File: src/rtl/capsense_pkg.sv
package capsense_pkg;

    localparam int DATA_W = 16;
    localparam int ACC_W  = DATA_W + 6;
    localparam int CNT_W  = 7;

    typedef enum logic [2:0] {
        SM_SOFT = 3'b000,
        SM_T0   = 3'b001,
        SM_T2   = 3'b010,
        SM_T1   = 3'b011,
        SM_T3   = 3'b100,
        SM_RSVD = 3'b101,
        SM_CONT = 3'b110,
        SM_SCAN = 3'b111
    } start_mode_e;

    localparam logic [1:0] A_CTRL  = 2'd0;
    localparam logic [1:0] A_FLAGS = 2'd1;
    localparam logic [1:0] A_THR   = 2'd2;
    localparam logic [1:0] A_SCAN  = 2'd3;

    function automatic logic [2:0] grp_shift(input logic [2:0] code);
        case (code)
            3'd0:    return 3'd0;
            3'd1:    return 3'd2;
            3'd2:    return 3'd3;
            3'd3:    return 3'd4;
            3'd4:    return 3'd5;
            default: return 3'd6;
        endcase
    endfunction

    function automatic logic [DATA_W-1:0] res_mask(input logic [1:0] code);
        case (code)
            2'd0:    return 16'h0FFF;
            2'd1:    return 16'h1FFF;
            2'd2:    return 16'h3FFF;
            default: return 16'hFFFF;
        endcase
    endfunction

endpackage

File: src/rtl/cs_trigger.sv
module cs_trigger
    import capsense_pkg::*;
(
    input  logic        en,
    input  logic        busy,
    input  start_mode_e mode,
    input  logic [3:0]  tmr_ovf,
    input  logic        sw_start,
    output logic        fire
);
    logic src;

    always_comb begin
        unique case (mode)
            SM_SOFT: src = sw_start;
            SM_T0:   src = tmr_ovf[0];
            SM_T2:   src = tmr_ovf[2];
            SM_T1:   src = tmr_ovf[1];
            SM_T3:   src = tmr_ovf[3];
            SM_RSVD: src = 1'b0;
            SM_CONT: src = 1'b1;
            SM_SCAN: src = 1'b1;
        endcase
        fire = en && !busy && src;
    end
endmodule

File: src/rtl/cs_scan.sv
module cs_scan #(
    parameter int CH_W = 4
) (
    input  logic            clk,
    input  logic            rst_n,
    input  logic            scan_on,
    input  logic [CH_W-1:0] first_ch,
    input  logic [CH_W-1:0] last_ch,
    input  logic            advance,
    output logic [CH_W-1:0] cur_ch
);
    logic [CH_W-1:0] cur_d, cur_q;

    always_comb begin
        cur_d = cur_q;
        if (!scan_on) begin
            cur_d = first_ch;
        end else if (advance) begin
            cur_d = (cur_q == last_ch) ? first_ch : cur_q + 1'b1;
        end
    end

    always_ff @(posedge clk or negedge rst_n) begin
        if (!rst_n) cur_q <= '0;
        else        cur_q <= cur_d;
    end

    assign cur_ch = cur_q;
endmodule

File: src/rtl/cs_accum.sv
module cs_accum
    import capsense_pkg::*;
(
    input  logic              clk,
    input  logic              rst_n,
    input  logic              clear,
    input  logic              add,
    input  logic [DATA_W-1:0] din,
    input  logic [2:0]        grp_code,
    output logic              last,
    output logic [DATA_W-1:0] avg
);
    typedef struct packed {
        logic [ACC_W-1:0] acc;
        logic [CNT_W-1:0] cnt;
    } acc_t;

    acc_t a_d, a_q;
    logic [ACC_W-1:0] sum;
    logic [CNT_W-1:0] limit;
    logic [2:0]       sh;

    always_comb begin
        sh    = grp_shift(grp_code);
        limit = CNT_W'(1) << sh;
        sum   = a_q.acc + ACC_W'(din);
        last  = add && ((a_q.cnt + 1'b1) == limit);
        avg   = DATA_W'(sum >> sh);
        a_d   = a_q;
        if (clear || last) begin
            a_d.acc = '0;
            a_d.cnt = '0;
        end else if (add) begin
            a_d.acc = sum;
            a_d.cnt = a_q.cnt + 1'b1;
        end
    end

    always_ff @(posedge clk or negedge rst_n) begin
        if (!rst_n) a_q <= '0;
        else        a_q <= a_d;
    end
endmodule

File: src/rtl/capsense_ctrl.sv
module capsense_ctrl
    import capsense_pkg::*;
#(
    parameter int CH_W = 4
) (
    input  logic              clk,
    input  logic              rst_n,
    input  logic              cfg_we,
    input  logic [1:0]        cfg_addr,
    input  logic [15:0]       cfg_wdata,
    input  logic [3:0]        tmr_ovf,
    output logic              cv_start,
    output logic [1:0]        cv_res,
    input  logic              cv_done,
    input  logic [15:0]       cv_data,
    output logic [CH_W-1:0]   mux_sel,
    output logic              busy,
    output logic [15:0]       result,
    output logic [CH_W-1:0]   result_ch,
    output logic              done_flag,
    output logic              cmp_flag,
    output logic              irq
);
    typedef struct packed {
        logic              en;
        start_mode_e       mode;
        logic [1:0]        res;
        logic [2:0]        grp;
        logic              ie_done;
        logic              ie_cmp;
        logic [15:0]       thr;
        logic [CH_W-1:0]   ch_lo;
        logic [CH_W-1:0]   ch_hi;
        logic              busy;
        logic              kick;
        logic              done_f;
        logic              cmp_f;
        logic              prev_gt;
        logic [15:0]       result;
        logic [CH_W-1:0]   res_ch;
        logic [CH_W-1:0]   conv_ch;
    } state_t;

    state_t s_d, s_q;

    logic              sw_start, fire, acc_add, acc_clear, acc_last, gt;
    logic [DATA_W-1:0] acc_avg, masked;
    logic [CH_W-1:0]   cur_ch;
    logic [15:0]       thr_cur;

    assign sw_start  = cfg_we && (cfg_addr == A_FLAGS) && cfg_wdata[2];
    assign acc_add   = s_q.en && s_q.busy && cv_done;
    assign acc_clear = fire || !s_q.en;
    assign masked    = cv_data & res_mask(s_q.res);
    assign gt        = acc_avg > s_q.thr;

    cs_trigger u_trig (
        .en       (s_q.en),
        .busy     (s_q.busy),
        .mode     (s_q.mode),
        .tmr_ovf  (tmr_ovf),
        .sw_start (sw_start),
        .fire     (fire)
    );

    cs_accum u_acc (
        .clk      (clk),
        .rst_n    (rst_n),
        .clear    (acc_clear),
        .add      (acc_add),
        .din      (masked),
        .grp_code (s_q.grp),
        .last     (acc_last),
        .avg      (acc_avg)
    );

    cs_scan #(.CH_W(CH_W)) u_scan (
        .clk      (clk),
        .rst_n    (rst_n),
        .scan_on  (s_q.mode == SM_SCAN),
        .first_ch (s_q.ch_lo),
        .last_ch  (s_q.ch_hi),
        .advance  (acc_add && acc_last),
        .cur_ch   (cur_ch)
    );

    always_comb begin
        s_d      = s_q;
        s_d.kick = 1'b0;

        if (cfg_we) begin
            unique case (cfg_addr)
                A_CTRL: begin
                    s_d.en      = cfg_wdata[0];
                    s_d.mode    = start_mode_e'(cfg_wdata[3:1]);
                    s_d.res     = cfg_wdata[5:4];
                    s_d.grp     = cfg_wdata[8:6];
                    s_d.ie_done = cfg_wdata[9];
                    s_d.ie_cmp  = cfg_wdata[10];
                end
                A_FLAGS: begin
                    s_d.done_f = s_q.done_f & cfg_wdata[0];
                    s_d.cmp_f  = s_q.cmp_f & cfg_wdata[1];
                end
                A_THR:  s_d.thr = cfg_wdata;
                A_SCAN: begin
                    s_d.ch_lo = cfg_wdata[CH_W-1:0];
                    s_d.ch_hi = cfg_wdata[2*CH_W-1:CH_W];
                end
            endcase
        end

        if (!s_q.en) begin
            s_d.busy = 1'b0;
        end else if (fire) begin
            s_d.busy    = 1'b1;
            s_d.kick    = 1'b1;
            s_d.conv_ch = cur_ch;
        end else if (acc_add) begin
            if (acc_last) begin
                s_d.busy    = 1'b0;
                s_d.result  = acc_avg;
                s_d.res_ch  = s_q.conv_ch;
                s_d.done_f  = 1'b1;
                s_d.prev_gt = gt;
                if (gt && !s_q.prev_gt) s_d.cmp_f = 1'b1;
            end else begin
                s_d.kick = 1'b1;
            end
        end
    end

    always_ff @(posedge clk or negedge rst_n) begin
        if (!rst_n) s_q <= '0;
        else        s_q <= s_d;
    end

    assign thr_cur   = s_q.thr;
    assign cv_start  = s_q.kick;
    assign cv_res    = s_q.res;
    assign mux_sel   = cur_ch;
    assign busy      = s_q.busy;
    assign result    = s_q.result;
    assign result_ch = s_q.res_ch;
    assign done_flag = s_q.done_f;
    assign cmp_flag  = s_q.cmp_f;
    assign irq       = (s_q.done_f && s_q.ie_done) || (s_q.cmp_f && s_q.ie_cmp);
endmodule

File: config.mk
export PLATFORM = sky130hd
export DESIGN_NAME = capsense_ctrl
export DESIGN_NICKNAME = d
export VERILOG_FILES = /design/src/rtl/capsense_pkg.sv /design/src/rtl/cs_trigger.sv /design/src/rtl/cs_scan.sv /design/src/rtl/cs_accum.sv /design/src/rtl/capsense_ctrl.sv
export SDC_FILE = /design/constraint.sdc
export NUM_CORES = 1
export LEC_CHECK = 0
export BUFFER_PORTS_ARGS = -buffer_cell sky130_fd_sc_hd__buf_2
export CELL_PAD_IN_SITES_DETAIL_PLACEMENT = 2
export CELL_PAD_IN_SITES_GLOBAL_PLACEMENT = 2
export CORE_MARGIN = 8
export CORE_UTILIZATION = 40
export CTS_CLUSTER_DIAMETER = 80
export CTS_CLUSTER_SIZE = 8
export DETAILED_ROUTE_END_ITERATION = 16
export PLACE_DENSITY = 0.87
export SYNTH_ARGS = -nofsm -noshare
export SYNTH_HDL_FRONTEND = slang
export SYNTH_SLANG_ARGS = --single-unit
File: constraint.sdc
create_clock -name clk -period 6.1 [get_ports clk]
set_input_delay 0.915 -clock clk [delete_from_list [all_inputs] [get_ports clk]]
set_output_delay 0.915 -clock clk [all_outputs]
set_load 0.01 [all_outputs]
==> results.toml, run 1 <==
[finish]
layout_commonest_cell = "dfrtp_1"
drive_above_1_share = 0.2045
layout.nets = 869
fin_cells = 1022
antenna_cells = 0
final_cell_mix = "97 x dfrtp_1, 80 x nand2_1, 71 x buf_2"
syn_to_final_growth_pct = 9.358
utilization = 0.4433

[critical_path]
r2r-start = "u_acc.a_q[7]$_DFFE_PN0P_"
r2r_cells = 20
critPathKind = "in -> reg"
r2r_end = "s_q[24]$_DFFE_PN0P_"
crit_fanout = 4
cp-end-kind = "flop"
cp-start-kind = "primary input"
cp_data_required_time_ns = 6.31
regToRegSetupSlack_ns = 0.82
worstPathArrival_ns = 5.76

[place]
io_buffers = 72
dp.cells = 1006
post-dp-hpwl_um = 19670
pre_cts_ws_ns = 0.4707
gp_congestion = 0.8699

[sta]
max_freq_mhz = 180.1
finalHoldViolCount = 0
rsz0062_at_grt = "false"
tightest_slew_ns = 1.437
final_max_slew_viol_count = 0
setup_viol = 0
maxSlewHeadroom = 0.03848
finalCritPeriodShare = 0.9103
layout_setup_ws_ns = 0.5471
fin_crit_ns = 5.553
finalSetupTns_ns = 0
skew_ns = 0.01460

[synthesis]
synth_top_area_share = 0.3498
ys.flop_type = "dfrtp_1"
yosys_warnings = 0
yosys_register_bits = 97
yosys.area.top_type = "dfrtp_1"
synth_top_family_by_area = "compound AO/OA/AOI/OAI gates"
synthesis.nets = 842
ys_seq_area_frac = 0.3498
ys_types = 79
async_flop_share = 1.000
syn_area_mm2 = 0.006939
avgSynthCellArea_um2 = 9.071
muxShareOfSynthArea = 0.1026
synth_edf_count = 0
netlist_top_cells_area = "dfrtp_1 35%, mux2_2 6.5%, ha_1 6.1%"
synth-compound-area-share = 0.2232
synth-simple-area-share = 0.1655
syn_inst = 765
synthAdderAreaFrac = 0.06419
synth_xor_area_frac = 0.03264

[clock_network]
post_cts_resized = 0
cts_tree = "built"
root_buffer = "clkbuf_16"
cts.sinks = 97
clk_pin_slew_ns = 0.09
numCtsBuffers = 9
htreeDepth = 3
post-cts-setup-buffers = 0
ctsHoldBuffers = 0
worstSkewPairLatency_ns = 0.37
clockBufferDepth = 2

[route]
detail_route.wl_per_cell_um = 25.99
detail-route-antenna-nets = 0
routed_wl_um = 26560
drt_pass1_iterations = 4
vias = 6353
drc_errors = 0
vias_per_cell = 6.216
first_iter_violations = 345

[status]
status = "completed"

[pwr]
p_per_area_mw_per_mm2 = 368.0
leakage_nw = 3.416
peakVddDrop_mv = 0.2094

[die]
rows = 48
dieArea_mm2 = 0.02182
start_util = 0.4054
dieWidth_um = 147.7
num_io_pins = 73
core_region_area_mm2 = 0.01712
die_y_um = 147.7

[global_route]
grt_pass1_vias = 7347
antenna_found_initial = 0
grt_start_max_net_pins = 63
grt_usage = 0.2469
grt_pass1_wl_um = 42190
grt_overflow = 0

[worst_hold_path]
hp-class = "in -> async"

[flow_run]
cap_viol_max_count = 0
worst max-delay path by stage:
stage | cells after the start | end | from
after CTS | 21 | s_q[24]$_DFFE_PN0P_ | cv_data[0]
final | 21 | s_q[24]$_DFFE_PN0P_ | cv_data[0]
after floorplan | 20 | s_q[24]$_DFFE_PN0P_ | cv_data[0]
after global routing | 21 | cmp_flag$_DFF_PN0_ | cv_data[0]
after detailed placement | 21 | s_q[24]$_DFFE_PN0P_ | cv_data[0]
after global placement | 21 | s_q[24]$_DFFE_PN0P_ | cv_data[0]
flip-flops by register name, summed over array words and instances, names as in the netlist:
register	cells
cv_res	2
busy	1
done_flag	1
cv_start	1
thr_cur	16
u_acc.a_q	29
result_ch	4
cmp_flag	1
u_scan.cur_ch	4
s_q	22
result	16
layout make-up:
type / count / area [µm²]
fillers: 1867 / 9528
multi-input cells: 587 / 4086
flip-flops and latches: 97 / 2427
repair buffers: 77 / 400.4
well taps: 225 / 281.5
clock buffers: 9 / 225.2
clock inverters: 7 / 92.59
inverters: 20 / 75.07
where the power goes:
part	leakage [nW]	switching, W	internal, W	total, W
Sequential	1.25	0.000143	0.000778	0.000921
Combinational	2.01	0.000786	0.000457	0.00124
Clock	0.156	0.000298	0.000330	0.000628
synthesized netlist by cell type, types with 15 or more instances:
master and n:
mux2_2 40, o21ai_0 46, buf_4 22, clkbuf_1 23, dfrtp_1 97, a21oi_1 62, xnor2_1 15, o21ai_1 16
nand2_1 80, nor2_1 57, ha_1 34, inv_1 20
cell families (layout without fill, tap and decap cells):
family          after synthesis  in the layout
mux                          63             63
fa+ha+maj                    35             35
simple gates                236            236
flops                        97             97
xor+xnor                     25             25
buf+inv                      81            113
compound gates              228            228
critical path, stage by stage:
cell and delay, ns:
buf_2 0.11, ha_1 0.23, fa_1 0.44, a211oi_1 0.37, o21ai_1 0.25, a41oi_1 0.39, nand2_1 0.16, xnor2_1 0.39
mux2_4 0.25, nor2_1 0.05, a211oi_1 0.40, nor2_1 0.09, ha_1 0.32, a21oi_1 0.14, nor2b_1 0.06, o21ai_0 0.17
nand2b_1 0.10, a21oi_1 0.17, o21ai_0 0.13, a221oi_1 0.48, o31ai_1 0.14
per-stage QoR:
step	hold WS (ns)	total power, W	area [µm²]
global route	0.5213	0.002936	7589
CTS	0.5015	0.002795	7589
detailed placement	0.4810	0.002131	7271
global placement	0.4666	0.002019	7271
finish	0.4859	0.002793	7589
floorplan	0.4491	0.001724	6939
layer usage:
metal | track usage | up-vias | share of wire
met5 | 0 | - | 0
met4 | 0.1367 | 0 | 0.048
met3 | 0.03393 | 76 | 0.037
met2 | 0.4388 | 186 | 0.52
met1 | 0.2809 | 3275 | 0.40
li1 | - | 2816 | -
Power figures use the tool's default switching activity.
==> run 2, diff against run 1 <==
REMOVE_ABC_BUFFERS = 1   (was default)
==> run 2 against run 1 <==
Compared with the run above: sequential share of layout area barely moved; setup slack got worse by 0.016 ns; critical path depth did not move; design area barely moved; total power fell by 0.51%; clock power barely moved; maximum frequency fell by 0.29%; clock skew fell by 0.0021 ns; non-clock buffer count did not move; flip-flop and latch count did not move; cell count did not move; critical path type unchanged.
==> results.toml, run 2 (synthesized netlist as in run 1, its figures left out) <==
[route]
detail_route.wl_per_cell_um = 25.27
vias = 6250
vias_per_cell = 6.115
drc_errors = 0
drt_pass1_iterations = 5
detail-route-antenna-nets = 0
routed_wl_um = 25830
first_iter_violations = 264

[global_route]
grt_pass1_wl_um = 40770
grt_usage = 0.2377
grt_pass1_vias = 7168
antenna_found_initial = 2
grt_overflow = 0
grt_start_max_net_pins = 67

[finish]
fin_area_mm2 = 0.007585
reg.largest.list = "u_acc.a_q: 29 flops, s_q: 22 flops"
final_cell_mix = "97 x dfrtp_1, 80 x nand2_1, 71 x buf_2"
drive_above_1_share = 0.2045
layout.nets = 869
antenna_cells = 0
fin_cells = 1022
layout_commonest_cell = "dfrtp_1"
syn_to_final_growth_pct = 9.304
top_register = "u_acc.a_q"
largest_reg_flops = 29

[sta]
finalCritPeriodShare = 0.9129
max_freq_mhz = 179.6
final_max_slew_viol_count = 0
maxSlewHeadroom = 0.09673
fin_crit_ns = 5.569
skew_ns = 0.01251
hold_ws_ns = 0.5000
setup_viol = 0
rsz0062_at_grt = "false"
finalHoldViolCount = 0
finalSetupTns_ns = 0
tightest_slew_ns = 1.350

[clock_network]
post-cts-setup-buffers = 0
root_buffer = "clkbuf_16"
numCtsBuffers = 9
cts_tree = "built"
clk_pin_slew_ns = 0.08
worstSkewPairLatency_ns = 0.37
post_cts_resized = 0
htreeDepth = 3
ctsHoldBuffers = 0
cts.sinks = 97
clockBufferDepth = 2

[critical_path]
cp_data_required_time_ns = 6.30
critPathKind = "in -> reg"
cp-end-kind = "flop"
r2r_cells = 20
worstPathArrival_ns = 5.77
crit_fanout = 4
cp-start-kind = "primary input"

[die]
start_util = 0.4054
dieArea_mm2 = 0.02182
core_region_area_mm2 = 0.01712
die_y_um = 147.7
num_io_pins = 73
dieWidth_um = 147.7
rows = 48

[place]
dp.cells = 1006
dpl-instance-area_mm2 = 0.007271
post-dp-hpwl_um = 18810
io_buffers = 72
gp_congestion = 0.8892

[worst_hold_path]
hp-class = "in -> async"

[pwr]
peakVddDrop_mv = 0.1757
p_per_area_mw_per_mm2 = 366.3
leakage_nw = 3.413

[status]
status = "completed"

[flow_run]
cap_viol_max_count = 0
## run 2: cell count changes in the layout (fill, tap and decap cells not counted)
cell / before / now
bufinv_16: 1 / 0
clkinv_4: 1 / 0
clkinv_8: 1 / 2
inv_12: 0 / 1
inv_6: 3 / 2
inv_8: 1 / 2
## run 2: worst max-delay path, cell delays in order
cell      delay [ns]
buf_2           0.10
ha_1            0.21
fa_1            0.43
a211oi_1        0.33
o21ai_1         0.24
a41oi_1         0.33
nand2_1         0.17
xnor2_1         0.35
mux2_4          0.25
nor2_1          0.05
a211oi_1        0.47
nor2_1          0.10
ha_1            0.32
a21oi_1         0.15
nor2b_1         0.07
o21ai_0         0.17
nand2b_1        0.11
a21oi_1         0.20
o21ai_0         0.13
a221oi_1        0.47
o31ai_1         0.18
## run 2: layout make-up
type	instances	area [µm²]
clock buffer	9	225.2
clock inverter	7	88.84
fill	1881	9532
inverter	20	75.07
multi-input combinational	587	4086
sequential	97	2427
tap	225	281.5
timing repair buffer	77	400.4
## run 2: worst paths after layout
check / from / endpoint / slack (ns)
worst max-delay path: cv_data[0] / s_q[24]$_DFFE_PN0P_ / 0.53
worst min-delay path: rst_n / result[2]$_DFFE_PN0P_ / 0.50
worst max register to register: u_acc.a_q[7]$_DFFE_PN0P_ / s_q[24]$_DFFE_PN0P_ / 0.77
worst min register to register: u_acc.a_q[14]$_DFFE_PN0P_ / u_acc.a_q[14]$_DFFE_PN0P_ / 0.50
max in group asynchronous: rst_n / u_acc.a_q[5]$_DFFE_PN0P_ / 4.37
min in group clk: u_acc.a_q[14]$_DFFE_PN0P_ / u_acc.a_q[14]$_DFFE_PN0P_ / 0.50
## run 2: metrics by stage
step	total power (W)	setup WS, ns	util
global placement	0.001997	0.9489	0.4248
global route	0.002919	0.2629	0.4431
floorplan	0.001642	1.386	-
finish	0.002778	0.5311	0.4431
detailed placement	0.002111	0.4690	0.4248
CTS	0.002774	0.6347	0.4431
## run 2: power breakdown
part	switching (W)	internal, W	leakage (nW)
Clock	0.000326	0.000299	0.153
Combinational	0.000764	0.000461	2.01
Sequential	0.000151	0.000778	1.25
## run 2: metal layers
metal  global-route usage  part of all wire  vias to the layer above
met5                    0            0.0010                        -
met4              0.09995             0.036                        4
met3              0.04983             0.047                       69
met2               0.4177              0.50                      199
met1               0.2753              0.42                     3159
li1                     -                 -                     2819
